===== src/rtl/bootw_pkg.sv =====
package bootw_pkg;
  typedef enum logic [1:0] {
    PH_AHI  = 2'd0,
    PH_ALO  = 2'd1,
    PH_DAT  = 2'd2,
    PH_WAIT = 2'd3
  } bootw_phase_e;
endpackage


===== src/rtl/bootw_framer.sv =====
module bootw_framer
  import bootw_pkg::*;
#(
  parameter int DATA_W = 8,
  localparam int ADDR_W = 2 * DATA_W
) (
  input  logic              clk,
  input  logic              rst,
  input  logic              run,
  input  logic              in_valid,
  input  logic [DATA_W-1:0] in_data,
  output logic              in_ready,
  output logic              accept,
  output logic              rec_fire,
  output logic [ADDR_W-1:0] rec_addr,
  output logic [DATA_W-1:0] rec_data
);
  bootw_phase_e      phase_q;
  logic [DATA_W-1:0] hi_q, lo_q;

  assign in_ready = run && (phase_q != PH_WAIT);
  assign accept   = in_valid && in_ready;
  assign rec_fire = accept && (phase_q == PH_DAT);
  assign rec_addr = {hi_q, lo_q};
  assign rec_data = in_data;

  always_ff @(posedge clk) begin
    if (rst) begin
      phase_q <= PH_AHI;
      hi_q    <= '0;
      lo_q    <= '0;
    end else if (!run) begin
      phase_q <= PH_AHI;
    end else begin
      unique case (phase_q)
        PH_AHI: if (accept) begin hi_q <= in_data; phase_q <= PH_ALO; end
        PH_ALO: if (accept) begin lo_q <= in_data; phase_q <= PH_DAT; end
        PH_DAT: if (accept) phase_q <= PH_WAIT;
        default: phase_q <= PH_AHI;
      endcase
    end
  end
endmodule


===== src/rtl/bootw_issue.sv =====
module bootw_issue #(
  parameter int          ADDR_W    = 16,
  parameter int          DATA_W    = 8,
  parameter int unsigned TERM_ADDR = 'h24,
  parameter int          TERM_BIT  = 7,
  localparam int         SEL_BIT   = ADDR_W - 1
) (
  input  logic              clk,
  input  logic              rst,
  input  logic              rec_fire,
  input  logic [ADDR_W-1:0] rec_addr,
  input  logic [DATA_W-1:0] rec_data,
  output logic [ADDR_W-1:0] wr_addr,
  output logic [DATA_W-1:0] wr_data,
  output logic              mem_we,
  output logic              per_we,
  output logic              term_hit
);
  logic to_per;
  assign to_per   = rec_addr[SEL_BIT];
  assign term_hit = rec_fire && to_per &&
                    (rec_addr[SEL_BIT-1:0] == SEL_BIT'(TERM_ADDR)) &&
                    rec_data[TERM_BIT];

  always_ff @(posedge clk) begin
    if (rst) begin
      wr_addr <= '0;
      wr_data <= '0;
      mem_we  <= 1'b0;
      per_we  <= 1'b0;
    end else begin
      mem_we <= rec_fire && !to_per;
      per_we <= rec_fire && to_per;
      if (rec_fire) begin
        wr_addr <= {1'b0, rec_addr[SEL_BIT-1:0]};
        wr_data <= rec_data;
      end
    end
  end
endmodule


===== src/rtl/bootw_gate.sv =====
module bootw_gate #(
  parameter int MODE_W = 2
) (
  input  logic              clk,
  input  logic              rst,
  input  logic [MODE_W-1:0] boot_mode,
  input  logic              accept,
  input  logic              term_hit,
  output logic              run,
  output logic              wd_hit,
  output logic              boot_done
);
  logic term_q;

  assign run       = (|boot_mode) && !term_q;
  assign boot_done = term_q;

  always_ff @(posedge clk) begin
    if (rst) begin
      term_q <= 1'b0;
      wd_hit <= 1'b0;
    end else begin
      term_q <= term_q || term_hit;
      wd_hit <= accept;
    end
  end
endmodule


===== src/rtl/bootw_engine.sv =====
module bootw_engine #(
  parameter int          DATA_W    = 8,
  parameter int          MODE_W    = 2,
  parameter int unsigned TERM_ADDR = 'h24,
  parameter int          TERM_BIT  = 7,
  localparam int         ADDR_W    = 2 * DATA_W
) (
  input  logic              clk,
  input  logic              rst,
  input  logic [MODE_W-1:0] boot_mode,
  input  logic              in_valid,
  input  logic [DATA_W-1:0] in_data,
  output logic              in_ready,
  output logic              wd_hit,
  output logic [ADDR_W-1:0] wr_addr,
  output logic [DATA_W-1:0] wr_data,
  output logic              mem_we,
  output logic              per_we,
  output logic              boot_active,
  output logic              boot_done
);
  logic              run, accept, rec_fire, term_hit;
  logic [ADDR_W-1:0] rec_addr;
  logic [DATA_W-1:0] rec_data;

  assign boot_active = run;

  bootw_gate #(.MODE_W(MODE_W)) u_gate (
    .clk(clk), .rst(rst), .boot_mode(boot_mode), .accept(accept),
    .term_hit(term_hit), .run(run), .wd_hit(wd_hit), .boot_done(boot_done)
  );

  bootw_framer #(.DATA_W(DATA_W)) u_framer (
    .clk(clk), .rst(rst), .run(run), .in_valid(in_valid), .in_data(in_data),
    .in_ready(in_ready), .accept(accept), .rec_fire(rec_fire),
    .rec_addr(rec_addr), .rec_data(rec_data)
  );

  bootw_issue #(.ADDR_W(ADDR_W), .DATA_W(DATA_W), .TERM_ADDR(TERM_ADDR),
                .TERM_BIT(TERM_BIT)) u_issue (
    .clk(clk), .rst(rst), .rec_fire(rec_fire), .rec_addr(rec_addr),
    .rec_data(rec_data), .wr_addr(wr_addr), .wr_data(wr_data),
    .mem_we(mem_we), .per_we(per_we), .term_hit(term_hit)
  );
endmodule


===== config.mk =====
export PLATFORM = sky130hd
export DESIGN_NAME = bootw_engine
export DESIGN_NICKNAME = d
export VERILOG_FILES = /design/src/rtl/bootw_pkg.sv /design/src/rtl/bootw_framer.sv /design/src/rtl/bootw_issue.sv /design/src/rtl/bootw_gate.sv /design/src/rtl/bootw_engine.sv
export SDC_FILE = /design/constraint.sdc
export NUM_CORES = 1
export LEC_CHECK = 0
export BUFFER_PORTS_ARGS = -buffer_cell sky130_fd_sc_hd__buf_4
export CORE_MARGIN = 2
export CORE_UTILIZATION = 37
export CTS_CLUSTER_SIZE = 24
export DETAILED_ROUTE_END_ITERATION = 10
export SLEW_MARGIN = 40
export SYNTH_ARGS = -nofsm -noshare
export SYNTH_HDL_FRONTEND = slang
export SYNTH_SLANG_ARGS = --single-unit

===== constraint.sdc =====
create_clock -name clk -period 1.85 [get_ports clk]
set_input_delay 0.37 -clock clk [delete_from_list [all_inputs] [get_ports clk]]
set_output_delay 0.37 -clock clk [all_outputs]
set_load 0.01 [all_outputs]

==> key figures <==
Outcome
  • Status: finished clean

Synth
  • Largest area contributor in the netlist: dfxtp_1
  • Syn_nets: 231
  • Top post-synthesis cells by area: dfxtp_1 47%, mux2i_1 8.9%, nand3_1 7.1%
  • Sequential share of the synthesized area: 47.2%
  • Yosys warns: 0
  • Gate count after technology mapping: 213
  • Post-synthesis register bit count: 45
  • Mapped Area: 1910 um^2
  • Share of the synthesized area in the top cell type: 47.2%
  • Synth unique cells: 31
  • Mapped Avg Cell Area: 8.95 um^2

Finish
  • Commonest non-fill, non-tap cell in the layout: buf_4
  • Antenna cells: 0
  • Layout cells sized above 1: 25.3%
  • Layout area overhead: 23.6%
  • Most frequent cells in the layout: 50 x buf_4, 45 x dfxtp_1, 27 x nand3_1, 25 x nand2_1, 24 x a21oi_1
  • Post-layout util: 46.7%
  • Final #Nets: 270

Worst setup path
  • Crit path cell chain: o21bai_4 -> buf_4 -> nor2_1 -> buf_4
  • Most frequent CP cell: buf_4
  • Req. time, crit path: 1.48 ns
  • Startpoint types: flip-flop
  • RR Startpoint: u_framer.phase_q[0]$_SDFFE_PP0P_
  • Crit Path Max Fanout: 11
  • Cell depth of the worst flop-to-flop path: 6
  • Worst setup EP type: primary output
  • Worst path max stage delay: 0.33 ns
  • CP Buf/Inv Count: 2
  • Reg2reg end: u_issue.wr_addr[3]$_SDFFE_PP0N_
  • CP top delay family: flip-flops
  • Crit Path Class: flip-flop to primary output
  • Slowest CP cell: dfxtp_1
  • Worst Path Arrival: 1.26 ns
  • R2R Setup Slk: 0.39 ns

Clocking
  • Number of setup buffers added after CTS: 0
  • H-tree Lvls: 2
  • CTS tree: yes
  • CTS Root Cell: clkbuf_8
  • Worst-path clk slew: 0.09 ns
  • Clk_lat worst skew: 0.31 ns
  • Post-CTS Resized: 0
  • CTS max path bufs: 2
  • Clock Sinks: 45
  • Cts hold-fix bufs: 0
  • Total CTS buffers: 5

Timing
  • Final Slew Violations: 0
  • Max frequency: 615 MHz
  • Final setup violating endpoints: 0
  • Final worst path period share: 87.9%
  • Final hold violation count: 0
  • Final min period: 1.63 ns
  • Unrepaired setup endpoints after global routing: false
  • Setup Skew: 0.00755 ns
  • Setup_tns: 0 ns

Pwr
  • Clock Power Share: 34.6%
  • Leak pwr: 0.962 nW
  • Internal power: 0.00133 W
  • Sw Ratio: 26.5%
  • Power Density: 770 nW/um^2
  • Seq pwr share: 55.7%
  • Gate power share: 9.8%
  • VDD IR-drop max: 0.370 mV
  • Sw Pwr: 0.000481 W

Detailed routing
  • Final wirelength: 4370 um
  • DRT iter0 DRCs: 77
  • WL/cell: 13.5 um
  • Drt via density: 5.08
  • Post-route DRC: 0
  • Drt first pass iters: 4
  • DR vias: 1640
  • Remaining antenna violation count: 0

Global routing
  • Vias in the first global route: 1567
  • Congestion Overflow GR: 0
  • Routing usage on met3: 4.89%
  • Met1 Use GR: 23.7%
  • Most used routing layer: met2
  • GRT Total Usage: 16.9%
  • Initial antenna violation count: 0
  • Grt met2 use: 24.9%
  • Largest net degree at the start of global routing: 29
  • First-pass GRT wire length: 7360 um

Die
  • Initial core utilization: 37.8%
  • CORE AREA: 5040 um^2
  • # IOs: 43
  • Row count: 26
  • Die Wd: 75.8 um
  • Die area: 5740 um^2
  • DIE HEIGHT: 75.8 um

Placed design
  • Dpl hpwl: 3140 um
  • # port buffers: 41
  • GP Congestion: 0.729

Min path
  • Worst Hold Launch: in_data[6]
  • Hold Path Stages: 3
  • Worst Hold End: u_issue.wr_data[6]$_SDFFE_PP0N_
  • Worst min path class: primary input to flip-flop

Job
  • MaxCap Viol Count: 0
cell type report:
| class | count | area, um^2 |
|---|---|---|
| Timing Repair Buffer | 50 | 375 |
| Sequential cell | 45 | 901 |
| Clock inverter | 3 | 22.5 |
| Tap cell | 70 | 87.6 |
| Clock buffer | 5 | 68.8 |
| Inverter | 5 | 21.3 |
| Fill cell | 508 | 2690 |
| Multi-Input combinational cell | 145 | 881 |
worst min-delay path, cell delays in order:
cell and delay [ns]:
buf_4 0.12, nand3_1 0.06, a21oi_1 0.05
metal layers:
layer / share of wire, % / routed length, um
met3: 5.7 / 251
met2: 44 / 1910
met1: 49 / 2160
met4: 1.2 / 53
met5: 0 / 0
through the flow:
stage | std cells | hold WS, ns | cell area, um^2 | power [W] | setup slack (ns)
2_1_floorplan | 213 | 0.426 | 1910 | 0.00115 | 0.475
3_3_place_gp | 315 | 0.463 | 2270 | 0.00121 | 0.428
3_5_place_dp | 315 | 0.468 | 2270 | 0.00121 | 0.402
4_1_cts | 323 | 0.324 | 2360 | 0.00183 | 0.206
5_1_grt | 323 | 0.324 | 2360 | 0.00191 | 0.151
6_report | 323 | 0.328 | 2360 | 0.00182 | 0.224
cells in the mapped netlist (all sizes together):
cell type  instances
a211oi             1
a21oi             24
and3               3
and3b              1
buf               12
clkbuf             6
conb               1
dfxtp             45
ha                 5
inv                5
mux2i             17
nand2             26
nand3             28
nand3b             1
nor2               3
nor2b              1
nor3               2
nor3b              1
nor4b              5
o211a              1
o21ai             23
o21bai             1
o32ai              1
power groups by stage:
stage               registers [W]  logic [W]  clock network (W)
floorplan                 0.00103   0.000119                  0
global placement          0.00103   0.000176                  0
detailed placement        0.00103   0.000178                  0
CTS                       0.00101   0.000179           0.000646
global route              0.00101   0.000197           0.000694
finish                    0.00101   0.000178           0.000628
cells by family (layout without fill, tap and decap cells):
kind of cell | after synthesis | in the layout | synth area share [%]
simple gates | 71 | 71 | 19.1
compound gates | 51 | 51 | 14.7
flops | 45 | 45 | 47.2
buf+inv | 23 | 63 | 6.56
mux | 17 | 17 | 8.92
fa+ha+maj | 5 | 5 | 3.28
other cells | 1 | 1 | 0.197
flip-flops by register name, indices dropped and copies added, names as in the netlist:
register and count:
u_issue.wr_addr 15, u_framer.hi_q 8, u_framer.lo_q 8, u_issue.wr_data 8
u_framer.phase_q 2, u_gate.boot_done 1, u_gate.wd_hit 1, u_issue.mem_we 1
u_issue.per_we 1
how the worst max path moves through the flow:
stage	from	end	slack (ns)	cells past startpoint
2_1_floorplan	u_framer.phase_q[0]$_SDFFE_PP0P_	u_issue.wr_addr[2]$_SDFFE_PP0N_	0.47	7
3_3_place_gp	u_framer.phase_q[0]$_SDFFE_PP0P_	u_issue.wr_addr[13]$_SDFFE_PP0N_	0.43	6
3_5_place_dp	boot_mode[1]	in_ready	0.40	5
4_1_cts	u_gate.boot_done$_SDFF_PP0_	in_ready	0.21	4
5_1_grt	u_gate.boot_done$_SDFF_PP0_	in_ready	0.15	4
6_report	u_gate.boot_done$_SDFF_PP0_	in_ready	0.22	4
No activity file was read; power rests on OpenSTA's default activity.
